==> config.mk <==
export PLATFORM = sky130hd
export DESIGN_NAME = light_ring_gen
export DESIGN_NICKNAME = d
export VERILOG_FILES = /design/src/rtl/light_ring_gen.sv
export SDC_FILE = /design/constraint.sdc
export NUM_CORES = 1
export LEC_CHECK = 0
export BUFFER_PORTS_ARGS = -buffer_cell sky130_fd_sc_hd__buf_2
export CAP_MARGIN = 20
export CELL_PAD_IN_SITES_DETAIL_PLACEMENT = 0
export CELL_PAD_IN_SITES_GLOBAL_PLACEMENT = 1
export CORE_MARGIN = 2
export CORE_UTILIZATION = 25
export DETAILED_ROUTE_END_ITERATION = 7
export PLACE_DENSITY_LB_ADDON = 0.2
export SYNTH_ARGS = -nofsm -noshare
export SYNTH_HDL_FRONTEND = slang
export SYNTH_SLANG_ARGS = --single-unit
==> constraint.sdc <==
create_clock -name clk -period 4.6 [get_ports clk]
set_input_delay 1.15 -clock clk [delete_from_list [all_inputs] [get_ports clk]]
set_output_delay 1.15 -clock clk [all_outputs]
set_load 0.03 [all_outputs]
==> src/rtl/light_ring_gen.sv <==
module light_ring_gen #(
  parameter int unsigned DIV_R0   = 150_000_000,
  parameter int unsigned DIV_R1   = 100_000_000,
  parameter int unsigned DIV_R2   = 50_000_000,
  parameter int unsigned DIV_R3   = 25_000_000,
  parameter int unsigned DIV_SCAN = 100_000
) (
  input  logic       clk,
  input  logic       rst_n,
  input  logic [1:0] pat_sel,
  input  logic [1:0] rate_sel,
  input  logic       hold,
  output logic [7:0] pat_q,
  output logic [1:0] digit_en,
  output logic [3:0] seg_nib
);

  localparam int unsigned DIVS [4] = '{DIV_R0, DIV_R1, DIV_R2, DIV_R3};

  function automatic int unsigned max_div();
    int unsigned m = 2;
    for (int i = 0; i < 4; i++) if (DIVS[i] > m) m = DIVS[i];
    return m;
  endfunction

  localparam int unsigned CW = $clog2(max_div());
  localparam int unsigned SW = (DIV_SCAN > 2) ? $clog2(DIV_SCAN) : 1;

  function automatic logic [2:0] last_idx(input logic [1:0] p);
    case (p)
      2'd0:    return 3'd7;
      2'd1:    return 3'd3;
      2'd2:    return 3'd3;
      default: return 3'd5;
    endcase
  endfunction

  function automatic logic [7:0] pat_val(input logic [1:0] p, input logic [2:0] s);
    logic [7:0] v;
    v = 8'h00;
    case (p)
      2'd0: v = ({8'h07, 8'h07} >> (8 - s)) & 8'hFF;
      2'd1: v = 8'h05 << (2 * s[1:0]) | ((s[1:0] == 2'd3) ? 8'h01 : 8'h00);
      2'd2: v = {2{4'b0001 << s[1:0]}};
      default:
        case (s)
          3'd0:    v = 8'h33;
          3'd1:    v = 8'hE7;
          3'd2:    v = 8'hCC;
          3'd3:    v = 8'hF9;
          3'd4:    v = 8'h87;
          default: v = 8'h78;
        endcase
    endcase
    return v;
  endfunction

  logic [3:0] rate_tick;

  for (genvar g = 0; g < 4; g++) begin : g_rate
    localparam logic [CW-1:0] LAST = CW'(DIVS[g] - 1);
    logic [CW-1:0] cnt;
    always_ff @(posedge clk or negedge rst_n)
      if (!rst_n)            cnt <= '0;
      else if (rate_tick[g]) cnt <= '0;
      else                   cnt <= cnt + CW'(1);
    assign rate_tick[g] = (cnt == LAST);
  end

  logic [SW-1:0] scan_cnt;
  logic          scan_tick;
  logic          digit_sel;
  localparam logic [SW-1:0] SCAN_LAST = SW'(DIV_SCAN - 1);

  assign scan_tick = (scan_cnt == SCAN_LAST);

  always_ff @(posedge clk or negedge rst_n)
    if (!rst_n) begin
      scan_cnt  <= '0;
      digit_sel <= 1'b0;
    end else begin
      scan_cnt <= scan_tick ? '0 : scan_cnt + SW'(1);
      if (scan_tick) digit_sel <= ~digit_sel;
    end

  assign digit_en = digit_sel ? 2'b10 : 2'b01;
  assign seg_nib  = digit_sel ? pat_q[7:4] : pat_q[3:0];

  logic       step_en;
  logic       busy;
  logic [1:0] cur_pat;
  logic [2:0] cur_step;

  assign step_en = rate_tick[rate_sel] & ~hold;

  always_ff @(posedge clk or negedge rst_n)
    if (!rst_n) begin
      busy     <= 1'b0;
      cur_pat  <= 2'd0;
      cur_step <= 3'd0;
      pat_q    <= 8'h00;
    end else if (step_en) begin
      if (!busy) begin
        busy     <= 1'b1;
        cur_pat  <= pat_sel;
        cur_step <= 3'd0;
        pat_q    <= pat_val(pat_sel, 3'd0);
      end else if (cur_step == last_idx(cur_pat)) begin
        busy <= 1'b0;
      end else begin
        cur_step <= cur_step + 3'd1;
        pat_q    <= pat_val(cur_pat, cur_step + 3'd1);
      end
    end


  hold_freeze_chk: assert property (@(posedge clk) disable iff (!rst_n)
    hold |=> $stable(pat_q));


  step_only_chk: assert property (@(posedge clk) disable iff (!rst_n)
    !step_en |=> $stable(pat_q));


  scan_flip_chk: assert property (@(posedge clk) disable iff (!rst_n)
    scan_tick |=> (digit_en != $past(digit_en)));


  scan_hold_chk: assert property (@(posedge clk) disable iff (!rst_n)
    !scan_tick |=> $stable(digit_en));


  step_bound_chk: assert property (@(posedge clk) disable iff (!rst_n)
    busy |-> (cur_step <= last_idx(cur_pat)));


  never_blank_chk: assert property (@(posedge clk) disable iff (!rst_n)
    (pat_q != 8'h00) |=> (pat_q != 8'h00));

endmodule

==> results_dict.tcl, run 1 <==
set metrics [dict create \
    drt-total-wl_um 15700 \
    ir_worst_vdd_mv 0.250 \
    tightestPinTransition_ns 0.954 \
    hold_path.class "reg2reg" \
    num_rows 62 \
    fin_worst_skew_ns 0.0160 \
    grt_pass1_vias 5205 \
    max_freq_mhz 340 \
    gp_congestion 0.769 \
    cts_tree "done" \
    core_um2 28900 \
    nets 778 \
    cp_cell_sequence "ha_1 -> inv_1 -> ha_1 -> inv_1 -> ha_1 -> nor2_1 -> a21oi_1 -> o311ai_0 -> a31oi_1 -> o31ai_1" \
    cp_max_fo 9 \
    die_h_um 176 \
    setup_tns_ns 0 \
    criticalPathCategory "reg2reg" \
    wl_per_cell_um 13.8 \
    synth_top_flop_cell "dfrtp_1" \
    end_kind "register" \
    clock_tree.root_cell "clkbuf_16" \
    drt_pass1_iterations 5 \
    syn_to_final_growth_pct 15.8 \
    start_util_pct 25.6 \
    synthCells 716 \
    power_leakage_uw 0.00384 \
    port_buffers 20 \
    first_iter_violations 322 \
    antenna_found_initial 0 \
    relSlewSlack_pct 35.8 \
    dp_hpwl_um 10700 \
    clk_latency_ns 0.42 \
    grt_setup_unrepaired "no" \
    min_path_cells 1 \
    yosys_warnings 0 \
    syn_nets 748 \
    cts_resized 0 \
    min_period_ns 2.94 \
    htreeDepth 4 \
    final-setup-viol-count 0 \
    cts_buffers 17 \
    grtUsageTotal_pct 10.9 \
    die_x_um 176 \
    via_per_inst 4.47 \
    post_cts_buffers 0 \
    grt_pass1_wl_um 27100 \
    cp-start-kind "register" \
    ys_seq_area_share_pct 48.7 \
    hold_viol_final 0 \
    synthesis.area_um2 7400 \
    maxSlewViolCount 0 \
    num_vias 5107 \
    synthArstFlopShare_pct 100 \
    r2r_cells 10 \
    worst_ep_required_time_ns 4.93 \
    ys_types 51 \
    crit_top_cell "ha_1" \
    holdWs_ns 0.467 \
    grt_max_degree 93 \
    max_stage_delay_ns 0.51 \
    synth-edff-count 0 \
    status "completed" \
    cpMaxStageDelayCell "dfrtp_1" \
    overflow 0 \
    pin_count 21 \
    p_per_area_nw_per_um2 323 \
    postSynthAreaPerCell_um2 10.3 \
    drive_gt1_share_pct 10.7 \
    cts_sinks 144 \
    detail-route-antenna-nets 0 \
    synth-seq-cells 144 \
    cts_hold_buf 0 \
    arrival_ns 3.27 \
    post-place-cells 1111 \
    drc 0 \
    final_cells 1143 \
    dieArea_um2 31000 \
    n_antenna_cell 0 \
    finalCritPeriodShare_pct 63.9 \
    clock_path_buffers 2 \
    drv_cap 0 \
    cts.clk_slew.worst_paths_ns 0.06 \
]
==> cell usage in the layout, fill, tap and decap left out, types with 2 or more instances in the layout <==
| cell type | instances |
|---|---|
| dfrtp_1 | 144 |
| nor2_1 | 87 |
| xor2_1 | 64 |
| nand2_1 | 58 |
| xnor2_1 | 49 |
| nand3_1 | 45 |
| nand4_1 | 27 |
| o21ai_0 | 26 |
| and3_1 | 25 |
| ha_1 | 25 |
| inv_1 | 22 |
| buf_2 | 19 |
| clkbuf_16 | 17 |
| and4_1 | 15 |
| nor3_1 | 9 |
| a21oi_1 | 9 |
| mux2i_1 | 9 |
| nor2b_1 | 8 |
| and2_1 | 7 |
| nor4_1 | 7 |
| mux2_4 | 6 |
| mux2_2 | 5 |
| or3_1 | 5 |
| nor4b_1 | 5 |
| nand3b_1 | 5 |
| clkinv_4 | 5 |
| nor3b_1 | 4 |
| inv_8 | 4 |
| nor4_4 | 3 |
| nand2b_1 | 3 |
| a221oi_1 | 3 |
| clkinvlp_4 | 3 |
| buf_4 | 3 |
| or4b_2 | 2 |
| nor4_2 | 2 |
| o31ai_1 | 2 |
| o211ai_1 | 2 |
| o311ai_0 | 2 |
| a311oi_1 | 2 |
==> sequential cells by signal, indices dropped and copies added, names as in the netlist <==
signal / count
cur_step: 3
busy: 1
cur_pat: 2
pat_q: 8
digit_sel: 1
scan_cnt: 17
g_rate.cnt: 112
==> synthesized netlist by cell type, drive strengths merged, types with 3 or more instances <==
master	n	share of area, %
o21ai	27	1.8
nor2b	8	0.68
mux2	11	2.0
and2	7	0.59
xnor2	49	5.8
nor3	10	0.68
nor2	88	4.7
nor3b	4	0.41
and3	25	2.1
buf	4	0.34
inv	22	1.1
nand4	27	2.3
or3	5	0.42
clkbuf	9	0.46
xor2	64	7.6
a21oi	9	0.61
or4b	3	0.46
nor4b	6	0.80
dfrtp	144	49
nor4	12	1.8
and4	15	1.8
a221oi	3	0.36
nand2b	3	0.25
mux2i	9	1.2
ha	25	4.2
nand3b	5	0.51
nand3	45	3.0
nand2	58	2.9
==> worst max-delay path, delay by kind of cell (launching register included) <==
| family | cells | cell delay [ns] |
|---|---|---|
| fa+ha+maj | 3 | 1.20 |
| compound gates | 4 | 0.75 |
| flops | 1 | 0.51 |
| buf+inv | 2 | 0.25 |
| simple gates | 1 | 0.14 |
==> per-stage QoR <==
stage | power, uW | utilization [%] | cell area [um^2] | worst slack (ns)
global route | 2890 | 29.6 | 8560 | 1.39
floorplan | 1360 | - | 7400 | 2.13
detailed placement | 1410 | 27.5 | 7970 | 1.70
finish | 2760 | 29.6 | 8560 | 1.66
global placement | 1410 | 27.5 | 7970 | 1.70
CTS | 2810 | 29.6 | 8560 | 1.68
==> area by class of cell <==
type,count,area [um^2]
inverters,22,82.6
repair buffers,24,149
clock inverters,14,150
multi-input cells,537,3660
well taps,384,480
fillers,3000,20400
clock buffers,18,439
flip-flops and latches,144,3600
==> final timing paths <==
kind	from	end	slack (ns)
min in group asynchronous	rst_n	g_rate[0].cnt[16]	0.82
hold / removal	g_rate[2].cnt[6]	g_rate[2].cnt[6]	0.47
setup / recovery	cur_step[0]	pat_q[1]	1.66
max in group asynchronous	rst_n	cur_step[1]	2.99
setup reg to reg	cur_step[0]	pat_q[1]	1.66
hold reg to reg	g_rate[2].cnt[6]	g_rate[2].cnt[6]	0.47
==> power by group <==
| part | internal [uW] | switching (uW) |
|---|---|---|
| combinational | 34.1 | 74.4 |
| clock | 779 | 600 |
| sequential | 1270 | 6.41 |
| total | 2080 | 681 |
==> metal layers <==
layer	vias to the layer above	wire, um	GRT usage [%]
li1	2546	-	-
met1	2509	8150	15.0
met2	43	7110	17.2
met3	9	323	2.52
met4	0	148	3.00
met5	-	0	0
==> cell families (layout without fill, tap and decap cells) <==
| group | count (synthesis) | in the layout | share of synthesized area [%] |
|---|---|---|---|
| AND/OR/NAND/NOR | 326 | 326 | 24.0 |
| flip-flops | 144 | 144 | 48.7 |
| XOR/XNOR | 113 | 113 | 13.4 |
| AO/OA/AOI/OAI | 53 | 53 | 4.58 |
| buffers and inverters | 35 | 78 | 1.91 |
| adder cells (fa/ha/maj) | 25 | 25 | 4.23 |
| multiplexers | 20 | 20 | 3.20 |
Power figures use the tool's default switching activity.
==> inputs of run 2 (changes only) <==
--- a/config.mk
+++ b/config.mk
@@ -5,6 +5,7 @@
 export SDC_FILE = /design/constraint.sdc
 export NUM_CORES = 1
 export LEC_CHECK = 0
+export ABC_AREA = 1
 export BUFFER_PORTS_ARGS = -buffer_cell sky130_fd_sc_hd__buf_2
 export CAP_MARGIN = 20
 export CELL_PAD_IN_SITES_DETAIL_PLACEMENT = 0
==> constraint.sdc (replaced) <==
create_clock -name clk -period 2.7 [get_ports clk]
set_input_delay 0.675 -clock clk [delete_from_list [all_inputs] [get_ports clk]]
set_output_delay 0.675 -clock clk [all_outputs]
set_load 0.03 [all_outputs]
==> run 2 against run 1 <==
Compared with the run above:
- global-route usage grew 2.1 points
- setup slack worse by 1.4 ns
- sequential power rose by 80%
- first-iteration DRC count up 11%
- final area grew 16%
- synthesized cell count up 58%
- register-to-register slack worse by 1.4 ns
- cell count is 43% higher
- worst hold slack got worse by 0.36 ns
- sequential share of layout area shrank 5.8 points
==> results_dict.tcl, run 2 <==
set metrics [dict create \
    status "completed" \
    post_cts_buffers 0 \
    synth_top_flop_cell "dfrtp_1" \
    p_total_uw 5590 \
    arrival_ns 2.81 \
    final_util_pct 29.0 \
    syn_nets 1166 \
    ys_types 48 \
    via_per_inst 4.42 \
    synthArstFlopShare_pct 100 \
    synthesis.area_um2 8650 \
    post-place-cells 1608 \
    drc 0 \
    multi_input_area_um2 4290 \
    final_cells 1640 \
    hold_path.class "in2async" \
    power_leakage_uw 0.00468 \
    seqCellArea_um2 3600 \
    first_iter_violations 357 \
    p_switching_uw 1670 \
    seq_power_share_pct 41.2 \
    port_buffers 20 \
    setup_ws_ns 0.265 \
    relSlewSlack_pct 51.2 \
    mostFrequentLayoutCells "230 x nand2_1, 183 x inv_1, 144 x dfrtp_1, 135 x nor2_1, 75 x nand3_1" \
    top_regs "g_rate.cnt: 112 flops, scan_cnt: 17 flops, pat_q: 8 flops" \
    synthCells 1134 \
    grt_pass1_wl_um 37800 \
    end_kind "register" \
    htreeDepth 4 \
    cts_tree "done" \
    p_sw_share_pct 29.9 \
    syn_to_final_growth_pct 14.9 \
    final.fill_count 3762 \
    fin_worst_skew_ns 0.0108 \
    critical_path_buf_inv_count 3 \
    finalCritPeriodShare_pct 90.2 \
    num_rows 68 \
    die_h_um 190 \
    ir_worst_vdd_mv 0.398 \
    synth_top_area_cell "dfrtp_1" \
    clkPwrFrac_pct 42.9 \
    crit_top_cell "nand2_1" \
    max_stage_delay_ns 0.44 \
    drt_pass1_iterations 6 \
    core_um2 34300 \
    cp_max_fo 6 \
    final-setup-viol-count 0 \
    clock_tree.root_cell "clkbuf_16" \
    drive_gt1_share_pct 9.54 \
    p_int_uw 3920 \
    gp_congestion 0.786 \
    cts_buffers 17 \
    cpLargestDelayFamily "adder cells" \
    cts.clk_slew.worst_paths_ns 0.07 \
    cts_hold_buf 0 \
    grt_pass1_vias 7225 \
    tightestPinTransition_ns 0.722 \
    layout.cells.most_common "nand2_1" \
    yosysMostFrequentCell "nand2_1" \
    cp-start-kind "register" \
    synth_top_area_share_pct 41.6 \
    wl_per_cell_um 13.4 \
    min_period_ns 2.44 \
    ys_seq_area_share_pct 41.6 \
    p_per_area_nw_per_um2 562 \
    hold_viol_final 0 \
    largest_reg_flops 112 \
    synth-edff-count 0 \
    num_vias 7256 \
    start_util_pct 25.2 \
    setup_tns_ns 0 \
    criticalPathCategory "reg2reg" \
    synth_area_leaders "dfrtp_1 42%, nand2_1 10%, inv_1 7.9%" \
    postSynthAreaPerCell_um2 7.63 \
    grtUsageTotal_pct 13.0 \
    overflow 0 \
    maxSlewViolCount 0 \
    detail-route-antenna-nets 0 \
    drt-total-wl_um 22000 \
    yosys_warnings 0 \
    drv_cap 0 \
    post-place-ws_ns 0.346 \
    cts_resized 0 \
    power_frac_comb_pct 15.9 \
    cp_cell_sequence "ha_1 -> inv_1 -> ha_1 -> inv_1 -> ha_1 -> inv_1 -> nand2_1 -> nand2_1 -> nand3_1 -> nand2_1 -> nand2_1 -> a21oi_1 -> nand3_2 -> nand2_1" \
    worst_ep_required_time_ns 3.07 \
    antenna_found_initial 0 \
    nets 1204 \
    grt_max_degree 51 \
    dieArea_um2 36100 \
    clk_latency_ns 0.43 \
    n_antenna_cell 0 \
    cpMaxStageDelayCell "dfrtp_1" \
    pin_count 21 \
    grt_setup_unrepaired "no" \
    clock_path_buffers 2 \
    regMostFlops "g_rate.cnt" \
    synth-seq-cells 144 \
    yosys-top-cells-count "230 x nand2_1, 183 x inv_1, 144 x dfrtp_1" \
    max_freq_mhz 411 \
    die_x_um 190 \
    cts_sinks 144 \
    dp_hpwl_um 16600 \
]
==> run 2: cell types whose count changed in the layout (fill, tap and decap cells not counted), moves of 15 or more <==
| cell | previous run | this run |
|---|---|---|
| a21oi_1 | 9 | 43 |
| and3_1 | 25 | 4 |
| and4_1 | 15 | 0 |
| inv_1 | 22 | 183 |
| nand2_1 | 58 | 230 |
| nand3_1 | 45 | 75 |
| nor2_1 | 87 | 135 |
| nor3_1 | 9 | 54 |
| xnor2_1 | 49 | 6 |
| xor2_1 | 64 | 47 |
==> run 2: worst paths after layout <==
kind | from | end | slack (ns) | cells past startpoint
setup / recovery | cur_step[1] | pat_q[1] | 0.26 | 14
hold / removal | rst_n | g_rate[1].cnt[25] | 0.11 | 1
setup reg to reg | cur_step[1] | pat_q[1] | 0.26 | 14
hold reg to reg | scan_cnt[0] | scan_cnt[0] | 0.47 | 1
max in group asynchronous | rst_n | g_rate[2].cnt[16] | 1.89 | 2
min in group clk | scan_cnt[0] | scan_cnt[0] | 0.47 | 1
==> run 2: stage by stage <==
stage / instance area, um^2 / hold WS (ns)
after floorplan: 8650 / 0.379
after global placement: 9350 / 0.460
after detailed placement: 9350 / 0.466
after CTS: 9940 / 0.101
after global routing: 9940 / 0.115
final: 9940 / 0.112
==> run 2: logic make-up (layout without fill, tap and decap cells) <==
family,count (synthesis),count (layout),synth area share [%]
and+or+nand+nor,609,609,33.6
buffers and inverters,195,246,8.78
DFF,144,144,41.6
AOI/OAI and AO/OA,108,108,7.04
xor gates and xnor gates,53,53,5.37
adders and majority gates,25,25,3.62
==> run 2: power groups by stage <==
stage          clock network, uW  logic (uW)  registers (uW)
3_5_place_dp                   0         886            2340
6_report                    2400         889            2300
3_3_place_gp                   0         907            2340
5_1_grt                     2590        1010            2310
4_1_cts                     2490         890            2300
2_1_floorplan                  0         524            2410
==> run 2: per-layer routing <==
| layer | up-vias | GRT usage [%] | wire length [um] |
|---|---|---|---|
| li1 | 3747 | - | - |
| met1 | 3416 | 18.6 | 11500 |
| met2 | 74 | 20.2 | 9790 |
| met3 | 19 | 2.07 | 401 |
| met4 | 0 | 4.05 | 309 |
| met5 | - | 0 | 0 |
==> run 2: final cells by class <==
type	count	share of cell area (%)
flip-flops and latches	144	36.3
repair buffers	27	1.85
well taps	455	5.73
inverters	187	7.06
clock buffers	20	4.60
clock inverters	12	1.33
multi-input cells	795	43.2
